==> config.mk <==
export PLATFORM = sky130hd
export DESIGN_NAME = vid_fcap_top
export DESIGN_NICKNAME = d
export VERILOG_FILES = /design/src/rtl/vfc_pkg.sv /design/src/rtl/vfc_trs_parse.sv /design/src/rtl/vfc_line_pack.sv /design/src/rtl/vfc_wr_skid.sv /design/src/rtl/vid_fcap_top.sv
export SDC_FILE = /design/constraint.sdc
export NUM_CORES = 1
export LEC_CHECK = 0
export ABC_AREA = 1
export ABC_CLOCK_PERIOD_IN_PS = 1700
export BUFFER_PORTS_ARGS = -buffer_cell sky130_fd_sc_hd__buf_2
export CAP_MARGIN = 0
export CORE_UTILIZATION = 50
export CTS_CLUSTER_SIZE = 20
export DETAILED_ROUTE_END_ITERATION = 16
export PLACE_DENSITY = 0.72
export SLEW_MARGIN = 0
export SYNTH_ARGS = -nofsm -noshare
export SYNTH_HDL_FRONTEND = slang
export SYNTH_SLANG_ARGS = --single-unit
export TNS_END_PERCENT = 50
==> constraint.sdc <==
create_clock -name clk -period 1.7 [get_ports clk]
set_clock_uncertainty 0.2 [all_clocks]
set_input_delay 0.085 -clock clk [delete_from_list [all_inputs] [get_ports clk]]
set_output_delay 0.085 -clock clk [all_outputs]
set_load 0.02 [all_outputs]
==> src/rtl/vfc_pkg.sv <==
package vfc_pkg;
  // Bit positions of the flags inside the fourth byte of a timing code.
  localparam int XY_F_BIT = 6;
  localparam int XY_V_BIT = 5;
  localparam int XY_H_BIT = 4;
  localparam logic [7:0] PRE_HI = 8'hFF;
  localparam logic [7:0] PRE_LO = 8'h00;

  typedef struct packed {
    logic f;
    logic v;
    logic h;
  } trs_t;

  // Pack one Cb/Y0/Cr/Y1 group into one memory word.
  function automatic logic [15:0] pack_word(input logic       narrow,
                                            input logic [4:0] cb_hi,
                                            input logic [7:0] y0,
                                            input logic [4:0] cr_hi,
                                            input logic [7:0] y1);
    return narrow ? {y0, y1} : {y0[7:2], cb_hi, cr_hi};
  endfunction
endpackage

==> src/rtl/vfc_trs_parse.sv <==
module vfc_trs_parse
  import vfc_pkg::*;
(
  input  logic       clk,
  input  logic       rst_n,
  input  logic       in_valid,
  input  logic [7:0] in_byte,
  output logic       code_stb,
  output trs_t       code,
  output logic       smp_stb
);
  typedef enum logic [1:0] {P_NONE, P_FF, P_FF00, P_FF0000} pre_e;
  pre_e pre_q, pre_d;

  assign code_stb = in_valid && (pre_q == P_FF0000);
  assign smp_stb  = in_valid && (pre_q != P_FF0000);
  assign code     = '{f: in_byte[XY_F_BIT], v: in_byte[XY_V_BIT], h: in_byte[XY_H_BIT]};

  always_comb begin
    pre_d = pre_q;
    if (in_valid) begin
      if (pre_q == P_FF0000)                      pre_d = P_NONE;
      else if (in_byte == PRE_HI)                 pre_d = P_FF;
      else if (pre_q == P_FF && in_byte == PRE_LO)   pre_d = P_FF00;
      else if (pre_q == P_FF00 && in_byte == PRE_LO) pre_d = P_FF0000;
      else                                        pre_d = P_NONE;
    end
  end

  always_ff @(posedge clk) begin
    if (!rst_n) pre_q <= P_NONE;
    else        pre_q <= pre_d;
  end
endmodule

==> src/rtl/vfc_line_pack.sv <==
module vfc_line_pack
  import vfc_pkg::*;
#(
  parameter int GROUPS      = 360,
  parameter int FIELD_LINES = 288,
  parameter int ROW_W       = 10,
  parameter int GRP_W       = 9,
  localparam int LIN_W      = ROW_W - 1,
  localparam int ADDR_W     = ROW_W + GRP_W
) (
  input  logic              clk,
  input  logic              rst_n,
  input  logic              code_stb,
  input  trs_t              code,
  input  logic              smp_stb,
  input  logic [7:0]        smp_byte,
  input  logic              narrow,
  input  logic              start_btn,
  input  logic              stop_btn,
  output logic              capturing,
  output logic              push,
  output logic [ADDR_W-1:0] push_addr,
  output logic [15:0]       push_data
);
  localparam logic [GRP_W-1:0] GRP_LIM = GRP_W'(GROUPS);
  localparam logic [LIN_W-1:0] LIN_LIM = LIN_W'(FIELD_LINES);

  logic             open_q, fld_q, last_f_q, cap_q, start_p_q, stop_p_q;
  logic [1:0]       phase_q;
  logic [GRP_W-1:0] grp_q;
  logic [LIN_W-1:0] line_q;
  logic [4:0]       cb_q, cr_q;
  logic [7:0]       y0_q;
  logic             fld_chg, frame_b;

  assign fld_chg   = code_stb && code.v && (code.f != last_f_q);
  assign frame_b   = fld_chg && !code.f;
  assign capturing = cap_q;

  assign push = smp_stb && open_q && (phase_q == 2'd3) && cap_q &&
                (grp_q < GRP_LIM) && (line_q < LIN_LIM);
  assign push_addr = {line_q, fld_q, grp_q};
  assign push_data = pack_word(narrow, cb_q, y0_q, cr_q, smp_byte);

  always_ff @(posedge clk) begin
    if (!rst_n) begin
      open_q <= 1'b0; fld_q <= 1'b0; last_f_q <= 1'b0; cap_q <= 1'b0;
      start_p_q <= 1'b0; stop_p_q <= 1'b0; phase_q <= '0; grp_q <= '0;
      line_q <= '0; cb_q <= '0; cr_q <= '0; y0_q <= '0;
    end else begin
      if (smp_stb && open_q) begin
        phase_q <= phase_q + 2'd1;
        case (phase_q)
          2'd0:    cb_q <= smp_byte[7:3];
          2'd1:    y0_q <= smp_byte;
          2'd2:    cr_q <= smp_byte[7:3];
          default: if (grp_q != GRP_LIM) grp_q <= grp_q + 1'b1;
        endcase
      end
      if (code_stb) begin
        last_f_q <= code.f;
        if (!code.h && !code.v) begin
          open_q  <= 1'b1;
          phase_q <= '0;
          grp_q   <= '0;
          fld_q   <= code.f;
        end
        if (code.h) open_q <= 1'b0;
        if (code.h && open_q && line_q != LIN_LIM) line_q <= line_q + 1'b1;
        if (fld_chg) line_q <= '0;
        if (frame_b) begin
          if (stop_p_q)       cap_q <= 1'b0;
          else if (start_p_q) cap_q <= 1'b1;
          start_p_q <= 1'b0;
          stop_p_q  <= 1'b0;
        end
      end
      if (stop_btn) begin
        stop_p_q  <= 1'b1;
        start_p_q <= 1'b0;
      end else if (start_btn) begin
        start_p_q <= 1'b1;
        stop_p_q  <= 1'b0;
      end
    end
  end

  // capture state only moves on a frame boundary
  p_cap_at_boundary_r7: assert property (@(posedge clk) disable iff (!rst_n)
    (cap_q != $past(cap_q)) |-> $past(frame_b));
endmodule

==> src/rtl/vfc_wr_skid.sv <==
module vfc_wr_skid #(
  parameter int AW = 19,
  parameter int DW = 16
) (
  input  logic          clk,
  input  logic          rst_n,
  input  logic          push,
  input  logic [AW-1:0] push_addr,
  input  logic [DW-1:0] push_data,
  input  logic          ovf_clr,
  output logic          wr_valid,
  input  logic          wr_ready,
  output logic [AW-1:0] wr_addr,
  output logic [DW-1:0] wr_data,
  output logic          overflow
);
  logic          hold_v;
  logic [AW-1:0] hold_a;
  logic [DW-1:0] hold_d;
  logic          pop, drop;

  assign pop  = wr_valid && wr_ready;
  assign drop = push && wr_valid && hold_v && !pop;

  always_ff @(posedge clk) begin
    if (!rst_n) begin
      wr_valid <= 1'b0; hold_v <= 1'b0; overflow <= 1'b0;
      wr_addr <= '0; wr_data <= '0; hold_a <= '0; hold_d <= '0;
    end else begin
      if (pop) begin
        if (hold_v) begin
          wr_addr <= hold_a;
          wr_data <= hold_d;
          hold_v  <= push;
          if (push) begin
            hold_a <= push_addr;
            hold_d <= push_data;
          end
        end else if (push) begin
          wr_addr <= push_addr;
          wr_data <= push_data;
        end else begin
          wr_valid <= 1'b0;
        end
      end else if (!wr_valid) begin
        if (push) begin
          wr_valid <= 1'b1;
          wr_addr  <= push_addr;
          wr_data  <= push_data;
        end
      end else if (!hold_v && push) begin
        hold_v <= 1'b1;
        hold_a <= push_addr;
        hold_d <= push_data;
      end
      if (drop)         overflow <= 1'b1;
      else if (ovf_clr) overflow <= 1'b0;
    end
  end

  // an offered word holds still until taken
  p_stall_stable_r8: assert property (@(posedge clk) disable iff (!rst_n)
    (wr_valid && !wr_ready) |=> (wr_valid && $stable(wr_addr) && $stable(wr_data)));
  // the loss flag only leaves on a clear request
  p_ovf_sticky_r9: assert property (@(posedge clk) disable iff (!rst_n)
    (overflow && !ovf_clr) |=> overflow);
  // a loss needs both slots full and no transfer
  p_drop_when_full_r9: assert property (@(posedge clk) disable iff (!rst_n)
    $rose(overflow) |-> $past(wr_valid && hold_v && !wr_ready));
endmodule

==> src/rtl/vid_fcap_top.sv <==
module vid_fcap_top
  import vfc_pkg::*;
#(
  parameter int ACTIVE_PIX  = 720,
  parameter int FIELD_LINES = 288,
  parameter int ROW_W       = 10,
  parameter int GRP_W       = 9
) (
  input  logic                   clk,
  input  logic                   rst_n,
  input  logic                   vid_valid,
  input  logic [7:0]             vid_byte,
  input  logic                   narrow_mode,
  input  logic                   start_btn,
  input  logic                   stop_btn,
  output logic                   wr_valid,
  input  logic                   wr_ready,
  output logic [ROW_W+GRP_W-1:0] wr_addr,
  output logic [15:0]            wr_data,
  output logic                   capturing,
  output logic                   overflow
);
  localparam int GROUPS = ACTIVE_PIX / 2;
  localparam int ADDR_W = ROW_W + GRP_W;
  localparam int WORD_W = 16;

  logic              code_stb, smp_stb, push;
  trs_t              code;
  logic [ADDR_W-1:0] push_addr;
  logic [WORD_W-1:0] push_data;

  vfc_trs_parse u_parse (
    .clk(clk), .rst_n(rst_n), .in_valid(vid_valid), .in_byte(vid_byte),
    .code_stb(code_stb), .code(code), .smp_stb(smp_stb)
  );

  vfc_line_pack #(
    .GROUPS(GROUPS), .FIELD_LINES(FIELD_LINES), .ROW_W(ROW_W), .GRP_W(GRP_W)
  ) u_pack (
    .clk(clk), .rst_n(rst_n), .code_stb(code_stb), .code(code),
    .smp_stb(smp_stb), .smp_byte(vid_byte), .narrow(narrow_mode),
    .start_btn(start_btn), .stop_btn(stop_btn), .capturing(capturing),
    .push(push), .push_addr(push_addr), .push_data(push_data)
  );

  vfc_wr_skid #(.AW(ADDR_W), .DW(WORD_W)) u_skid (
    .clk(clk), .rst_n(rst_n), .push(push), .push_addr(push_addr),
    .push_data(push_data), .ovf_clr(start_btn), .wr_valid(wr_valid),
    .wr_ready(wr_ready), .wr_addr(wr_addr), .wr_data(wr_data),
    .overflow(overflow)
  );

  // the flag byte of a timing code never forms a word
  p_code_no_word_r1: assert property (@(posedge clk) disable iff (!rst_n)
    code_stb |-> !push);
endmodule

==> flow_metrics.env <==
export IMPL_clk_pin_slew_worst_paths_ns=0.06
export IMPL_drive_gt1_share_pct=31.95
export IMPL_use_met3_pct=7.673
export IMPL_failed_checks="setup timing"
export IMPL_finalHoldViolCount=0
export IMPL_syn_avg_cell_area_um2=7.396
export IMPL_cp_max_fo=15
export IMPL_hold_ws_ns=0.07482
export IMPL_gp_congestion=0.9334
export IMPL_grt_use_met2_pct=47.49
export IMPL_synth_most_common_cell="a21oi_1"
export IMPL_yosys_area_share_xor_xnor_pct=0.6588
export IMPL_ir_drop_mv=0.5293
export IMPL_fin_tns_setup_ns=-5.454
export IMPL_crit_path_end_kind="register"
export IMPL_ys_async_sr_fraction_pct=0
export IMPL_nNetsFinal=855
export IMPL_design_area_um2=7528
export IMPL_start_util_pct=51.51
export IMPL_maxCapViolCount=0
export IMPL_relSlewSlack_pct=56.10
export IMPL_syn_num_nets=742
export IMPL_leakagePower_nw=3.012
export IMPL_yosys_area_top_type_share_pct=44.80
export IMPL_busiest_layer="met2"
export IMPL_synth_simple_area_share_pct=17.91
export IMPL_synth_top_area_cell="dfxtp_1"
export IMPL_startpoint_type="register"
export IMPL_cts_tree="yes"
export IMPL_drt_first_pass_iters=7
export IMPL_dpl_instance_area_um2=6020
export IMPL_track_usage_pct=28.58
export IMPL_clk_path_buf_depth=2
export IMPL_dieArea_um2=11050
export IMPL_ys_seq_area_share_pct=44.80
export IMPL_vias_per_cell=5.802
export IMPL_synth_top_family_by_area="compound AO/OA/AOI/OAI gates"
export IMPL_cts_root_buf="clkbuf_8"
export IMPL_grt_util_met1_pct=35.54
export IMPL_ios=53
export IMPL_vias=5692
export IMPL_slew_violations=0
export IMPL_grt_max_degree=71
export IMPL_cts_htree_levels=4
export IMPL_fp_dieH_um=105.1
export IMPL_synth_seq_cells=119
export IMPL_synth_flop_cell="dfxtp_1"
export IMPL_die_x_um=105.1
export IMPL_period_share_pct=109.3
export IMPL_status="finished with violations"
export IMPL_fin_crit_ns=1.859
export IMPL_fin_ws_ns=-0.1587
export IMPL_synth_compound_area_share_pct=25.98
export IMPL_clkLatencyLatePin_ns=0.52
export IMPL_dpl_hpwl_um=9194
export IMPL_yosys_area_share_adder_pct=1.882
export IMPL_synth_area_leaders="dfxtp_1 (45%), a21oi_1 (16%), o21ai_0 (7.6%)"
export IMPL_grt_pass1_vias=5127
export IMPL_drc=0
export IMPL_max_freq_mhz=538.0
export IMPL_cp_arrival_ns=2.10
export IMPL_synth_common_cells="a21oi_1 (171), dfxtp_1 (119), nand2_1 (81), o21ai_0 (81), inv_1 (54)"
export IMPL_area_delta_synth_final_pct=41.58
export IMPL_p_per_area_nw_per_um2=895.0
export IMPL_diodes=0
export IMPL_hold_path_class="input port to register"
export IMPL_cp_required_ns=1.94
export IMPL_cts_sinks=119
export IMPL_drtAntennaViolNets=0
export IMPL_synth_cells=719
export IMPL_synth_distinct_cells=31
export IMPL_yosysWarnings=0
export IMPL_core_um2=10320
export IMPL_setup_violations_final=72
export IMPL_routed_wl_um=16520
export IMPL_grt_setup_unrepaired="yes"
export IMPL_rows=37
export IMPL_synth_edf_count=0
export IMPL_synth_mux_area_share_pct=0
export IMPL_port_buffers=52
export IMPL_drtIter0Drc=494
export IMPL_cts_made_buffers=17
export IMPL_setup_worst_path_class="register to register"
export IMPL_grt_overflow=0
export IMPL_wl_per_cell_um=16.84
export IMPL_fillers=688
export IMPL_synthesis_area_um2=5318
export IMPL_antenna_found_initial=0
export IMPL_tightest_slew_ns=0.6516
export IMPL_grt_pass1_wl_um=24780
[layout by cell type (no fill, tap or decap), types with 2 or more instances in the layout]
| cell | netlist | routed |
|---|---|---|
| nand4_1 | 9 | 9 |
| nand3b_1 | 2 | 2 |
| nand3_1 | 22 | 18 |
| dfxtp_1 | 119 | 113 |
| buf_4 | 8 | 52 |
| buf_8 | 0 | 3 |
| a21oi_2 | 0 | 39 |
| clkinvlp_4 | 0 | 6 |
| bufinv_16 | 0 | 4 |
| nor2_1 | 47 | 43 |
| buf_16 | 0 | 5 |
| o21ai_2 | 1 | 18 |
| ha_1 | 8 | 7 |
| clkbuf_16 | 0 | 18 |
| nor3_1 | 39 | 35 |
| a21oi_4 | 0 | 2 |
| buf_12 | 0 | 8 |
| nor3_2 | 0 | 4 |
| buf_2 | 10 | 52 |
| a21oi_1 | 171 | 130 |
| nand3_2 | 0 | 4 |
| inv_1 | 54 | 49 |
| xor2_1 | 4 | 4 |
| o21ai_1 | 14 | 28 |
| nand2_4 | 1 | 6 |
| nor2_4 | 2 | 4 |
| clkbuf_8 | 0 | 3 |
| nor4_1 | 3 | 3 |
| buf_6 | 4 | 3 |
| o21ai_0 | 81 | 47 |
| clkinv_2 | 0 | 3 |
| o21ai_4 | 0 | 3 |
| nand2_1 | 81 | 65 |
| nor2_2 | 1 | 3 |
| a31oi_1 | 3 | 3 |
| nand2_2 | 0 | 10 |
| dfxtp_2 | 0 | 6 |
| inv_2 | 4 | 8 |
| dlygate4sd3_1 | 0 | 15 |
[state kept, by name (all words and copies together) (netlist names), 5 cells and up]
name / cells
u_pack.cr_q: 5
u_skid.wr_addr: 19
u_skid.wr_data: 16
u_pack.cb_q: 5
u_skid.hold_d: 16
u_pack.y0_q: 8
u_pack.grp_q: 9
u_skid.hold_a: 19
u_pack.line_q: 9
[metal layers]
metal	part of all wire (%)	vias to the layer above
met1	42	2682
met3	7.4	35
met5	0	-
met4	1.9	0
li1	-	2692
met2	48	283
[kinds of logic (layout without fill, tap and decap cells)]
logic type,after synthesis,in the layout
AOI/OAI and AO/OA,273,273
and+or+nand+nor,210,210
adders and majority gates,8,8
DFF,119,119
xor gates and xnor gates,4,4
buffers and inverters,105,231
[power breakdown]
group | leakage (nW) | switching, mW | internal [mW]
combinational | 1.77 | 0.131 | 0.0670
sequential | 0.961 | 0.00141 | 2.79
clock | 0.285 | 1.30 | 2.45
[final cells by class]
cell class	count	area, µm²	share of cell area, %
multi-input cells	495	2895	38.46
flip-flops and latches	119	2390	31.74
repair buffers	140	1227	16.30
clock buffers	20	445.4	5.917
inverters	59	225.2	2.992
clock inverters	12	175.2	2.327
well taps	136	170.2	2.260
[final timing paths]
path	startpoint	end	slack (ns)	cells past startpoint
max	u_pack.phase_q[0]$_SDFF_PN0_	u_skid.hold_d[12]$_SDFFE_PN0P_	-0.16	9
min	stop_btn	u_pack.start_p_q$_SDFFE_PP0P_	0.07	3
max reg2reg	u_pack.phase_q[0]$_SDFF_PN0_	u_skid.hold_d[12]$_SDFFE_PN0P_	-0.16	9
min reg2reg	u_pack.stop_p_q$_SDFFE_PN0P_	u_pack.capturing$_SDFFE_PN0P_	0.25	1
[stage by stage]
step / util (%) / std cells / setup slack (ns) / total power, mW
after global routing: 72.92 / 981 / -0.2543 / 6.915
after global placement: 58.31 / 915 / -0.07104 / 2.999
final: 72.92 / 981 / -0.1587 / 6.738
after floorplan: - / 719 / -0.02962 / 2.937
after detailed placement: 58.31 / 915 / -0.1204 / 3.002
after CTS: 69.83 / 975 / -0.1024 / 6.730
[what timing repair did]
action | CTS | global route
setup endpoints to repair | 89 | 111
hold buffers | 15 | 0
pin swaps | 17 | 26
gates resized for setup | 76 | 84
buffers inserted | 8 | 5
hold endpoints to repair | 106 | 0
cloned | 5 | 2
[worst max-delay path, cell delays in order (launching register included)]
cell and delay [ns]:
dfxtp_2 0.35, ha_4 0.14, nand4_4 0.11, nor2_4 0.13, nand3_4 0.12, nor2_4 0.15
buf_12 0.14, clkbuf_16 0.18, o21ai_2 0.07, a21oi_1 0.19
Power figures use the tool's default switching activity.
